## src/rtl/qos_pkg.sv

```systemverilog
package qos_pkg;
    localparam int NUM_SRC  = 8;
    localparam int ORD_W    = 3;
    localparam int PRIO_W   = 3;
    localparam int COLOR_W  = 2;
    localparam int DSCP_N   = 64;
    localparam int PCP_N    = 32;
    localparam int QOS_W    = 6;
    localparam int ORD_REG_W = NUM_SRC * ORD_W;

    localparam int SRC_DSCP = 4;
    localparam int SRC_CTAG = 5;
    localparam int SRC_STAG = 6;
    localparam int SRC_PORT = 7;

    localparam logic [1:0] COLOR_GREEN  = 2'd0;
    localparam logic [1:0] COLOR_YELLOW = 2'd1;
    localparam logic [1:0] COLOR_RED    = 2'd2;

    typedef struct packed {
        logic                valid;
        logic [PRIO_W-1:0]   prio;
        logic [COLOR_W-1:0]  color;
    } qos_result_t;
endpackage

```

## src/rtl/qos_cfg_store.sv

```systemverilog
module qos_cfg_store
    import qos_pkg::*;
#(
    parameter int NUM_PORTS = 4,
    parameter int PORT_W    = $clog2(NUM_PORTS)
) (
    input  logic                  clk,
    input  logic                  rst_n,
    input  logic                  wr_en,
    input  logic [7:0]            addr,
    input  logic [31:0]           wdata,
    output logic [31:0]           rdata,
    input  logic [5:0]            dscp_idx,
    output logic [PRIO_W-1:0]     dscp_prio,
    input  logic [PORT_W-1:0]     port_sel,
    output logic [QOS_W-1:0]      qos_out,
    output logic [ORD_REG_W-1:0]  ord_out,
    input  logic [4:0]            ctag_idx,
    output logic [4:0]            ctag_entry,
    input  logic [4:0]            stag_idx,
    output logic [4:0]            stag_entry
);
    typedef struct packed {
        logic [DSCP_N-1:0][PRIO_W-1:0]     dscp;
        logic [PCP_N-1:0][4:0]             pcp;
        logic [NUM_PORTS-1:0][QOS_W-1:0]   qos;
        logic [NUM_PORTS-1:0][ORD_REG_W-1:0] ord;
    } cfg_t;

    cfg_t st_d, st_q;

    function automatic logic [PCP_N-1:0][4:0] pcp_reset();
        logic [PCP_N-1:0][4:0] tbl;
        for (int i = 0; i < PCP_N; i++) begin
            logic [4:0] iv;
            iv = 5'(i);
            tbl[i] = {iv[2:0], 1'b0, iv[3]};
        end
        return tbl;
    endfunction

    logic hit_dscp, hit_pcp, hit_qos, hit_ord, port_ok;
    logic [PORT_W-1:0] a_port;

    always_comb begin
        a_port   = addr[PORT_W-1:0];
        port_ok  = 32'(addr[3:0]) < NUM_PORTS;
        hit_dscp = addr[7:6] == 2'b00;
        hit_pcp  = addr[7:5] == 3'b010;
        hit_qos  = addr[7:4] == 4'h6 && port_ok;
        hit_ord  = addr[7:4] == 4'h7 && port_ok;
    end

    always_comb begin
        st_d = st_q;
        if (wr_en) begin
            if (hit_dscp) st_d.dscp[addr[5:0]] = wdata[PRIO_W-1:0];
            if (hit_pcp)  st_d.pcp[addr[4:0]]  = wdata[4:0];
            if (hit_qos)  st_d.qos[a_port]     = wdata[QOS_W-1:0];
            if (hit_ord)  st_d.ord[a_port]     = wdata[ORD_REG_W-1:0];
        end
    end

    always_ff @(posedge clk) begin
        if (!rst_n) begin
            st_q.dscp <= '0;
            st_q.pcp  <= pcp_reset();
            st_q.qos  <= '0;
            st_q.ord  <= '0;
        end else begin
            st_q <= st_d;
        end
    end

    always_comb begin
        rdata = '0;
        if (hit_dscp) rdata = 32'(st_q.dscp[addr[5:0]]);
        if (hit_pcp)  rdata = 32'(st_q.pcp[addr[4:0]]);
        if (hit_qos)  rdata = 32'(st_q.qos[a_port]);
        if (hit_ord)  rdata = 32'(st_q.ord[a_port]);
    end

    always_comb begin
        dscp_prio  = st_q.dscp[dscp_idx];
        ctag_entry = st_q.pcp[ctag_idx];
        stag_entry = st_q.pcp[stag_idx];
        qos_out    = '0;
        ord_out    = '0;
        if (32'(port_sel) < NUM_PORTS) begin
            qos_out = st_q.qos[port_sel];
            ord_out = st_q.ord[port_sel];
        end
    end


    ord_write_chk: assert property (@(posedge clk) disable iff (!rst_n)
        (wr_en && hit_ord) |=> st_q.ord[$past(a_port)] == $past(wdata[ORD_REG_W-1:0]));


    unmapped_write_chk: assert property (@(posedge clk) disable iff (!rst_n)
        (wr_en && !hit_dscp && !hit_pcp && !hit_qos && !hit_ord) |=> $stable(st_q));
endmodule

```

## src/rtl/qos_src_select.sv

```systemverilog
module qos_src_select
    import qos_pkg::*;
(
    input  logic [NUM_SRC-1:0]              cand_en,
    input  logic [NUM_SRC-1:0][ORD_W-1:0]   cand_ord,
    input  logic [NUM_SRC-1:0][PRIO_W-1:0]  cand_prio,
    input  logic [NUM_SRC-1:0][COLOR_W-1:0] cand_color,
    output logic                            win_any,
    output logic [NUM_SRC-1:0]              win_oh,
    output logic [PRIO_W-1:0]               win_prio,
    output logic [COLOR_W-1:0]              win_color
);
    logic [ORD_W-1:0] best_ord;
    logic [2:0]       best_idx;

    always_comb begin
        win_any  = 1'b0;
        best_ord = '0;
        best_idx = '0;
        for (int m = 0; m < NUM_SRC; m++) begin
            if (cand_en[m] && (!win_any || cand_ord[m] >= best_ord)) begin
                win_any  = 1'b1;
                best_ord = cand_ord[m];
                best_idx = 3'(m);
            end
        end
        win_oh    = '0;
        win_prio  = '0;
        win_color = COLOR_GREEN;
        if (win_any) begin
            win_oh[best_idx] = 1'b1;
            win_prio         = cand_prio[best_idx];
            win_color        = cand_color[best_idx];
        end
    end
endmodule

```

## src/rtl/qos_prio_classifier.sv

```systemverilog
module qos_prio_classifier
    import qos_pkg::*;
#(
    parameter int NUM_PORTS = 4,
    parameter int PORT_W    = $clog2(NUM_PORTS)
) (
    input  logic               clk,
    input  logic               rst_n,
    input  logic               cfg_wr,
    input  logic [7:0]         cfg_addr,
    input  logic [31:0]        cfg_wdata,
    output logic [31:0]        cfg_rdata,
    input  logic               req_valid,
    input  logic [PORT_W-1:0]  req_port,
    input  logic               req_dscp_valid,
    input  logic [5:0]         req_dscp,
    input  logic               req_ctag,
    input  logic [2:0]         req_ctag_pcp,
    input  logic               req_ctag_dei,
    input  logic               req_stag,
    input  logic [2:0]         req_stag_pcp,
    input  logic               req_stag_dei,
    output logic               out_valid,
    output logic [2:0]         out_prio,
    output logic [1:0]         out_color
);
    logic [PRIO_W-1:0]    dscp_prio;
    logic [QOS_W-1:0]     qos_cur;
    logic [ORD_REG_W-1:0] ord_cur;
    logic [4:0]           ctag_idx, stag_idx, ctag_entry, stag_entry;

    assign ctag_idx = {qos_cur[5], req_ctag_dei, req_ctag_pcp};
    assign stag_idx = {qos_cur[4], req_stag_dei, req_stag_pcp};

    qos_cfg_store #(.NUM_PORTS(NUM_PORTS), .PORT_W(PORT_W)) u_store (
        .clk        (clk),
        .rst_n      (rst_n),
        .wr_en      (cfg_wr),
        .addr       (cfg_addr),
        .wdata      (cfg_wdata),
        .rdata      (cfg_rdata),
        .dscp_idx   (req_dscp),
        .dscp_prio  (dscp_prio),
        .port_sel   (req_port),
        .qos_out    (qos_cur),
        .ord_out    (ord_cur),
        .ctag_idx   (ctag_idx),
        .ctag_entry (ctag_entry),
        .stag_idx   (stag_idx),
        .stag_entry (stag_entry)
    );

    logic [NUM_SRC-1:0]              cand_en;
    logic [NUM_SRC-1:0][ORD_W-1:0]   cand_ord;
    logic [NUM_SRC-1:0][PRIO_W-1:0]  cand_prio;
    logic [NUM_SRC-1:0][COLOR_W-1:0] cand_color;

    for (genvar m = 0; m < NUM_SRC; m++) begin : g_ord
        assign cand_ord[m] = ord_cur[m*ORD_W +: ORD_W];
    end

    always_comb begin
        cand_en    = '0;
        cand_prio  = '0;
        cand_color = '0;
        // sources 0..3 are external lookups: never match here
        cand_en[SRC_DSCP]    = req_dscp_valid && cand_ord[SRC_DSCP] != '0;
        cand_prio[SRC_DSCP]  = dscp_prio;
        cand_en[SRC_CTAG]    = req_ctag && cand_ord[SRC_CTAG] != '0;
        cand_prio[SRC_CTAG]  = ctag_entry[4:2];
        cand_color[SRC_CTAG] = ctag_entry[1:0];
        cand_en[SRC_STAG]    = req_stag && cand_ord[SRC_STAG] != '0;
        cand_prio[SRC_STAG]  = stag_entry[4:2];
        cand_color[SRC_STAG] = stag_entry[1:0];
        cand_en[SRC_PORT]    = qos_cur[0];
        cand_prio[SRC_PORT]  = qos_cur[3:1];
    end

    logic                win_any;
    logic [NUM_SRC-1:0]  win_oh;
    logic [PRIO_W-1:0]   win_prio;
    logic [COLOR_W-1:0]  win_color;

    qos_src_select u_sel (
        .cand_en    (cand_en),
        .cand_ord   (cand_ord),
        .cand_prio  (cand_prio),
        .cand_color (cand_color),
        .win_any    (win_any),
        .win_oh     (win_oh),
        .win_prio   (win_prio),
        .win_color  (win_color)
    );

    qos_result_t res_d, res_q;

    always_comb begin
        res_d.valid = req_valid;
        res_d.prio  = res_q.prio;
        res_d.color = res_q.color;
        if (req_valid) begin
            res_d.prio  = win_prio;
            res_d.color = win_color;
        end
    end

    always_ff @(posedge clk) begin
        if (!rst_n) res_q <= '0;
        else        res_q <= res_d;
    end

    assign out_valid = res_q.valid;
    assign out_prio  = res_q.prio;
    assign out_color = res_q.color;


    valid_lat_chk: assert property (@(posedge clk) disable iff (!rst_n)
        req_valid |=> out_valid);

    idle_lat_chk: assert property (@(posedge clk) disable iff (!rst_n)
        !req_valid |=> !out_valid);

    one_winner_chk: assert property (@(posedge clk) disable iff (!rst_n)
        $onehot0(win_oh) && (win_any == (cand_en != '0)));

    color_src_chk: assert property (@(posedge clk) disable iff (!rst_n)
        (win_color != COLOR_GREEN) |-> (win_oh[SRC_CTAG] || win_oh[SRC_STAG]));

    ext_src_chk: assert property (@(posedge clk) disable iff (!rst_n)
        win_oh[3:0] == 4'b0000);

    port_win_chk: assert property (@(posedge clk) disable iff (!rst_n)
        win_oh[SRC_PORT] |-> qos_cur[0]);
endmodule

```

## config.mk

```make
export PLATFORM = sky130hd
export DESIGN_NAME = qos_prio_classifier
export DESIGN_NICKNAME = d
export VERILOG_FILES = /design/src/rtl/qos_pkg.sv /design/src/rtl/qos_cfg_store.sv /design/src/rtl/qos_src_select.sv /design/src/rtl/qos_prio_classifier.sv
export SDC_FILE = /design/constraint.sdc
export NUM_CORES = 1
export LEC_CHECK = 0
export ABC_AREA = 1
export BUFFER_PORTS_ARGS = -buffer_cell sky130_fd_sc_hd__buf_4
export CAP_MARGIN = 30
export CORE_MARGIN = 2
export CORE_UTILIZATION = 35
export CTS_CLUSTER_DIAMETER = 40
export CTS_CLUSTER_SIZE = 20
export DETAILED_ROUTE_END_ITERATION = 7
export PLACE_DENSITY = 0.5
export SYNTH_ARGS = -nofsm -noshare
export SYNTH_HDL_FRONTEND = slang
export SYNTH_HIERARCHICAL = 1
export SYNTH_SLANG_ARGS = --single-unit
```

## constraint.sdc

```tcl
create_clock -name clk -period 15.4 [get_ports clk]
set_input_delay 3.08 -clock clk [delete_from_list [all_inputs] [get_ports clk]]
set_output_delay 3.08 -clock clk [all_outputs]
set_load 0.01 [all_outputs]
```

Word level (Yosys, flattened, before mapping):

Cells that the tools add are included.

* reductions and logical operators: 25
* equality and inequality tests: 3
* mux-type cells: 51
* magnitude comparators: 15

Operators by type and width (count)
* bitwise mux 192 bit: 1
* bitwise mux 160 bit: 1
* binary-select mux 24 bit (select 2 bit): 2
* bitwise mux 96 bit: 1
* 2-to-1 mux 24 bit: 4
* binary-select mux 5 bit (select 5 bit): 3
* demux 24 bit (select 2 bit): 1
* 2-to-1 mux 3 bit: 13
* binary-select mux 3 bit (select 6 bit): 2
* demux 5 bit (select 5 bit): 1
* 2-to-1 mux 5 bit: 5
* binary-select mux 6 bit (select 2 bit): 2
* bitwise mux 24 bit: 1
* 2-to-1 mux 6 bit: 4
* demux 3 bit (select 6 bit): 1
* less-than comparator 5 x 6 -> 1 bit, second input constant: 3
* less-than comparator 6 x 7 -> 1 bit, second input constant: 2
* demux 6 bit (select 2 bit): 1
* logical AND 1 bit: 11
* binary-select mux 3 bit (select 3 bit): 1
* greater-or-equal comparator 3 bit: 3
* nonzero test 3 bit: 3
* == test 4 x 3 -> 1 bit, second input constant: 2
* AND reduction 2 bit: 4
* 13 further kinds: 22

* output and inout port bits: 38
* register bits: 478
* word-level logic and storage cells: 201
* bits of input ports: 63

Logic depth before layout (Yosys ltp):

Gate-level depths: netlist (run 1).

* depth in word-level cells: 20
* depth in mapped cells: 73
* depth with buffers taken out: 68

Cells and area by module:

The synthesis (run 1) kept the hierarchy.

By module, submodules not included
* qos_cfg_store: cells an instance 3942, times used 1, area an instance 25894.8 um^2
* qos_src_select: cells an instance 266, times used 1, area an instance 1477.7 um^2
* qos_prio_classifier: cells an instance 47, times used 1, area an instance 297.8 um^2

Worst setup path after synthesis (run 1):

No wires, ideal clock.

* path type: input -> register
* start: input req_port[0]
* end: register res_q, in the netlist out_prio[2]
* arrival time: 8.474 ns
* slack: 6.812 ns
* stages on the path: 41
* required time: 15.286 ns
* path buffers: 4
* cell sequence: clkbuf_1 -> inv_1 -> clkbuf_1 -> clkbuf_1 -> nor2_1 -> o22ai_1 -> nor2_1 -> a21oi_1 -> nand2_2 -> or2_2 -> nand2_1 -> ha_1 -> o21a_1 -> o21ai_1 -> nand3b_4 -> nand2_4 -> nand3_1 -> and2_1 -> [... 5 more ...] -> clkbuf_1 -> nand3_1 -> nand2_1 -> ha_1 -> o21ai_0 -> nand2_1 -> a21oi_1 -> nand2_1 -> nand2_4 -> nand2_2 -> nor3_2 -> nand2_1 -> nand2_1 -> nor2_1 -> inv_1 -> nand2_2 -> nand2_1 -> nor2_2

RTL lines
* start, declared: line qos_prio_classifier.sv:14 `input logic [PORT_W-1:0] req_port,`
* end signal, assigned: line qos_prio_classifier.sv:109 `else res_q <= res_d;`
* end, declared: line qos_prio_classifier.sv:95 `qos_result_t res_d, res_q;`

Final worst setup path (run 1):

* start: input cfg_addr[1]
* end: output cfg_rdata[0]

* cells in the longest elaborated chain, start to end: 6
* elaborated cells between the ends (all ways): 15
* those cells by class: order compare (1); mux (12); reduce/logical (2)

RTL lines
* start, declared: line qos_prio_classifier.sv:10 `input logic [7:0] cfg_addr,`
* binary-select mux 3 bit (select 6 bit): line qos_cfg_store.sv:77 `if (hit_dscp) rdata = 32'(st_q.dscp[addr[5:0]]);`
* 2-to-1 mux 3 bit (implied by the code): line qos_cfg_store.sv:77
* 2-to-1 mux 3 bit: line qos_cfg_store.sv:77
* 2-to-1 mux 5 bit: line qos_cfg_store.sv:78 `if (hit_pcp) rdata = 32'(st_q.pcp[addr[4:0]]);`
* 2-to-1 mux 6 bit: line qos_cfg_store.sv:79 `if (hit_qos) rdata = 32'(st_q.qos[a_port]);`
* 2-to-1 mux 24 bit *: line qos_cfg_store.sv:80 `if (hit_ord) rdata = 32'(st_q.ord[a_port]);`
* end, declared: line qos_prio_classifier.sv:12 `output logic [31:0] cfg_rdata,`

Every way passes the cells marked *; elsewhere a longest branch is shown, timed or not. The select of a mux whose other input is x is not followed.

==> key figures, run 1 <==
Outcome
  – Run status: finished clean

GRT
  – First-pass GRT wire length: 172000 um
  – Largest net degree at the start of global routing: 113
  – Number of global-route vias before repair: 27300
  – Grt ovf: 0
  – Antenna violations before repair: 0
  – Grt met3 use: 3.67%
  – Met2 Track Usage GR: 42.1%
  – Total track usage: between 20% and 30%
  – Grt met1 use: 38.0%
  – Most used routing layer in global routing: met2

Final layout
  – Finished Core Util: 40.9%
  – Final #Nets: 4268
  – # fillers: 8464
  – ANT cells: 0
  – Fraction of layout cells with a size suffix above 1: 10.1%
  – Final non-filler cell total: approximately 5300
  – P&R area growth vs syn: 16.5%

Synth
  – Mapped cell area: between 20000 and 30000 sq um
  – Mapped Cells: 4241
  – Yosys warns: 6
  – Mean Syn Cell Area: 6.51 sq um

Timing
  – Setup Skew: 21.2 ps
  – FMAX: 0.101 GHz
  – Final Hold Fails: 0
  – Worst-Margin Slew: 1070 ps
  – RSZ-0062 raised after global routing: no
  – Rel. slew slack: 28.7%
  – Min Tclk post-route: 9860 ps
  – Max Slew Vio Count: 0
  – Final Worst Setup Slack: 5540 ps
  – Final setup violating endpoints: 0
  – Final period utilization: about 64%
  – Setup tns final: 0 ps

Power
  – Maximum vdd drop: 89.0 uV
  – Combinational fraction of design power: 12.3%
  – Lkg Pwr: 13.0 nW
  – Net Sw Frac: 28.9%
  – Sw Pwr: between 1 and 1.5 mW
  – Pwr per Cell Area: 123 nW/um^2
  – Clock Power Share: ~56%
  – Share of power burned in registers: 31.7%
  – Int Power: around 2.8 mW
  – Tot Pwr: 3.94 mW

CTS
  – Clock Tree Root: clkbuf_16
  – CTS tree: yes
  – Gates resized, CTS repair: 0
  – Maximum buffer depth of the clock tree: 3
  – Postcts setup bufs: 0
  – Skew-Pair Late Insertion Delay: 660 ps
  – Cts hold-fix bufs: 0
  – Clk slew on worst S/H paths: 50 ps
  – Cts bufs inserted: 98
  – # clock sinks: 478
  – H-tree depth: 3

Critical path
  – Arr. time, crit path: approximately 6800 ps
  – Crit start category: primary input
  – CP Capture Type: output port
  – Delay-heaviest family, CP: buffers and inverters
  – Crit-path cells: buf_4 -> buf_4 -> nand2_4 -> clkinv_2 -> buf_4 -> nand2_1 -> nand4_1 -> nand2_1 -> nand2_1 -> nor2_1 -> nand2_1 -> nand2_1 -> nand4_1 -> buf_4
  – Worst EP required: 12320 ps
  – Slowest stage delay, CP: 770 ps
  – Critical-path top delay cell: clkinv_2
  – Crit-path most repeated cell: nand2_1
  – WP buf/inv: 5
  – Critical Path Fanout Max: 42
  – Crit Path Category: primary input to output port

Die
  – DIE HEIGHT: around 280 um
  – Row cnt: 103
  – Die width: 285 um
  – Initial Utilization: 35.1%
  – Die Area: 81200 sq um
  – Core area: 78600 sq um
  – # IOs: between 100 and 150

Detailed routing
  – Post-DRT Antenna Nets: 0
  – Drt via density: 5.57
  – Detailed Routing Iterations Pass 1: 6
  – Routed vias: 29600
  – Initial DRC count: ~2900
  – DR WL/cell: roughly 21 um
  – Drt total wl: ~110000 um
  – DRC: 0

Hold path
  – Worst hold path type: flip-flop to flip-flop

Placement
  – Port Buffers: 84
  – HPWL after DPL: between 60000 and 70000 um
  – GPL Wtd Cong: between 0.8 and 0.9
  – Placed insts: ~5000
  – Post-place setup slack: 5600 ps

Flow run
  – Max-Cap Viols: 0
-- worst paths after layout --
check / cells past startpoint / to / slack (ps) / from
setup / recovery: 14 / cfg_rdata[0] / 5540 / cfg_addr[1]
hold / removal: 2 / u_store/st_q[62] / 470 / u_store/st_q[62]
setup reg to reg: 36 / out_color[0] / 9260 / u_store/st_q[38]
hold reg to reg: 2 / u_store/st_q[62] / 470 / u_store/st_q[62]
-- power groups by stage --
| stage | logic (mW) | registers [mW] | clock network [mW] |
|---|---|---|---|
| finish | 0.484 | 1.25 | 2.21 |
| global route | 0.531 | 1.25 | 2.30 |
| CTS | 0.472 | 1.25 | 2.24 |
| detailed placement | 0.471 | 1.27 | 0 |
| global placement | 0.472 | 1.27 | 0 |
| floorplan | 0.328 | 1.27 | 0 |
-- metal layers --
metal | routed length [um] | up-vias
li1 | - | 14400
met1 | 51200 | 13900
met2 | 50300 | 1189
met3 | 7900 | 182
met4 | 3260 | 0
met5 | 0 | -
-- worst reg2reg max path, delay by kind of cell (launching register included) --
kind | cells | cell delay [ps]
AO/OA/AOI/OAI | 9 | 1800
adder cells (fa/ha/maj) | 3 | 700
buffers and inverters | 1 | 60
flip-flops | 1 | 350
AND/OR/NAND/NOR | 23 | 3130
-- through the flow --
| stage | hold WS, ps | area, sq um |
|---|---|---|
| floorplan | 442 | 27800 |
| global placement | 454 | 28600 |
| detailed placement | 460 | 28600 |
| CTS | 468 | 32100 |
| global route | 483 | 32200 |
| finish | 467 | 32200 |
-- final cells by class --
class / instances / area, sq um / share of cell area, %
Sequential cell: 478 / 9570 / 29.8
Inverter: 218 / 832 / 2.59
Clock inverter: 67 / 806 / 2.51
Clock buffer: 118 / 2660 / 8.26
Multi-Input combinational cell: 3262 / 16000 / 49.7
Timing Repair Buffer: 126 / 993 / 3.09
Tap cell: 1050 / 1310 / 4.09
-- registers in the layout, indices dropped and copies added (netlist names) --
name          cells
out_color         2
u_store/st_q    472
out_prio          3
out_valid         1
-- cells in the final DEF, fill, tap and decap left out, types with 18 or more instances in the layout --
| master | n |
|---|---|
| o21ai_0 | 632 |
| nand4_1 | 28 |
| inv_1 | 183 |
| dfxtp_1 | 478 |
| nand2_1 | 979 |
| o22ai_1 | 112 |
| o221ai_1 | 57 |
| nor2_1 | 482 |
| conb_1 | 44 |
| o211ai_1 | 63 |
| inv_2 | 25 |
| nor2_2 | 28 |
| a211oi_1 | 59 |
| ha_1 | 21 |
| o21ai_1 | 22 |
| a22oi_1 | 30 |
| buf_4 | 123 |
| nor3_4 | 19 |
| a221oi_1 | 18 |
| a21oi_1 | 414 |
| clkinv_2 | 18 |
| clkbuf_16 | 98 |
| nand3_1 | 182 |
Power figures use the tool's default switching activity.
==> run 2, diff against run 1 <==
==> constraint.sdc (replaced) <==
create_clock -name clk -period 9.95 [get_ports clk]
set_input_delay 1.99 -clock clk [delete_from_list [all_inputs] [get_ports clk]]
set_output_delay 1.99 -clock clk [all_outputs]
set_load 0.01 [all_outputs]
==> run 2 against run 1 <==
  * Clock-buffer cell count is 5 lower
  * Clock power is 56% higher
  * Flip-flop and latch count stayed put
  * Power is 55% higher
  * Setup slack worse by 3500 ps
  * Critical endpoint is now out_prio[1]
==> key figures, run 2 (synthesized netlist as in run 1, its figures left out) <==
Flow run
  – Max-Cap Viols: 0 (unchanged)

CTS
  – Clk slew on worst S/H paths: 50 ps (about the same)
  – Postcts setup bufs: 0 (unchanged)
  – Cts hold-fix bufs: 0 (unchanged)
  – Cts bufs inserted: 98 (unchanged)
  – Clock Tree Root: clkbuf_16
  – Skew-Pair Late Insertion Delay: 650 ps (about the same)
  – CTS tree: yes
  – H-tree depth: 3 (unchanged)
  – Maximum buffer depth of the clock tree: 3 (unchanged)
  – # clock sinks: 478 (unchanged)
  – Gates resized, CTS repair: 0 (unchanged)

Outcome
  – Run status: finished clean

GRT
  – Antenna violations before repair: 2 (+2)
  – Largest net degree at the start of global routing: 211 (+87%)
  – Total track usage: 26.9% (about the same)
  – First-pass GRT wire length: 171000 um (about the same)
  – Grt ovf: 0 (unchanged)
  – Number of global-route vias before repair: 27200 (-0.19%)

Critical path
  – Crit Path Category: primary input to flip-flop
  – Slowest stage delay, CP: 540 ps (-230 ps)
  – Critical-path top delay cell: inv_2
  – Crit start category: primary input
  – Reg2Reg Launch Point: u_store/st_q[38]
  – Critical Path Fanout Max: 54 (+29%)
  – Arr. time, crit path: 8440 ps (+1660 ps)
  – Crit-path most repeated cell: nand2_1
  – Worst EP required: 10480 ps (-1840 ps)
  – Launch point of the worst path: req_port[0]
  – CP Capture Type: flip-flop

Placement
  – Placed insts: 5136 (+0.078%)
  – Port Buffers: 84 (unchanged)
  – Placed cell areas: 28700 sq um (+0.22%)
  – HPWL after DPL: 68400 um (about the same)
  – Post-place setup slack: 1420 ps (-4180 ps)
  – GPL Wtd Cong: 0.870 (-0.64%)

Power
  – Lkg Pwr: 12.9 nW (-0.13%)
  – Pwr per Cell Area: 190 nW/um^2 (+55%)
  – Maximum vdd drop: 112 uV (+26%)

Timing
  – Max Slew Vio Count: 0 (unchanged)
  – Final Worst Setup Slack: 2040 ps (-3500 ps)
  – Setup tns final: 0 ps (unchanged)
  – Setup Skew: 14.7 ps (-6.56 ps)
  – Final period utilization: 79.5%
  – FMAX: between 0.1 and 0.15 GHz
  – Final hold slack: 467 ps (-0.505 ps)
  – Worst-Margin Slew: 1160 ps (+88.5 ps)
  – RSZ-0062 raised after global routing: no
  – Min Tclk post-route: 7910 ps
  – Final setup violating endpoints: 0 (unchanged)
  – Rel. slew slack: 22.9% (-5.8 points)
  – Final Hold Fails: 0 (unchanged)

Die
  – DIE HEIGHT: 285 um (unchanged)
  – Initial Utilization: 35.1% (unchanged)
  – Core area: 78600 sq um (unchanged)
  – Die Area: 81200 sq um (unchanged)
  – Die width: 285 um (unchanged)
  – Row cnt: 103 (unchanged)
  – # IOs: 101 (unchanged)

Detailed routing
  – Drt via density: 5.57 (+0.15%)
  – DR WL/cell: 21.1 um (-0.52%)
  – Drt total wl: 112000 um (-0.52%)
  – Initial DRC count: 2954 (+1.0%)
  – Detailed Routing Iterations Pass 1: 6 (unchanged)
  – DRC: 0 (unchanged)
  – Routed vias: 29600 (+0.15%)
  – Post-DRT Antenna Nets: 0 (unchanged)

Hold path
  – Hold_sp: u_store/st_q[68]
  – Worst hold path type: flip-flop to flip-flop

Final layout
  – Post-route cell area: 32200 sq um (about the same)
  – Biggest register: u_store/st_q
  – Final non-filler cell total: 5319 (unchanged)
  – # fillers: 8385 (-0.93%)
  – Final #Nets: 4270 (+0.047%)
  – Max FFs per register: 472 (unchanged)
  – Commonest non-fill, non-tap cells in the layout: 979 x nand2_1, 632 x o21ai_0, 482 x nor2_1
  – Fraction of layout cells with a size suffix above 1: 10.0% (-0.045 points)
  – Commonest non-fill, non-tap cell in the layout: nand2_1
  – P&R area growth vs syn: 16.4% (about the same)
==> run 2: through the flow <==
step	utilization, %	power, mW
2_1_floorplan	-	2.48
3_3_place_gp	36.5	2.70
3_5_place_dp	36.5	2.70
4_1_cts	40.9	6.15
5_1_grt	40.9	6.34
6_report	40.9	6.12
==> run 2: area by class of cell <==
cell class | instances | area (sq um) | area share [%]
diodes | 1 | 2.50 | 0.00778
flip-flops and latches | 478 | 9570 | 29.8
clock buffers | 113 | 2590 | 8.06
clock inverters | 69 | 856 | 2.66
well taps | 1050 | 1310 | 4.09
multi-input cells | 3262 | 16000 | 49.7
inverters | 218 | 832 | 2.59
repair buffers | 128 | 1000 | 3.11
==> run 2: power breakdown <==
group | switching (mW) | leakage, nW | internal [mW]
Sequential | 0.00646 | 3.85 | 1.93
Combinational | 0.545 | 7.46 | 0.203
Clock | 1.19 | 1.63 | 2.24
Total | 1.74 | 12.9 | 4.37
==> run 2: path summary, 6_finish.rpt <==
check,end,slack [ps],cells past startpoint
max reg2reg,out_prio[1],3930,37
min,u_store/st_q[68],470,2
min reg2reg,u_store/st_q[68],470,2
max,out_prio[1],2040,39
==> run 2: critical path, delay by kind of cell <==
kind,cells,cell delay [ps]
buffers and inverters,4,910
adder cells (fa/ha/maj),3,710
AO/OA/AOI/OAI,9,1710
AND/OR/NAND/NOR,23,3100
==> run 2: routing by layer <==
layer | GRT usage (%) | up-vias | wire (um)
li1 | - | 14400 | -
met1 | 37.7 | 13800 | 50600
met2 | 41.2 | 1213 | 48900
met3 | 4.18 | 239 | 8280
met4 | 10.4 | 2 | 4370
met5 | 0 | - | 13
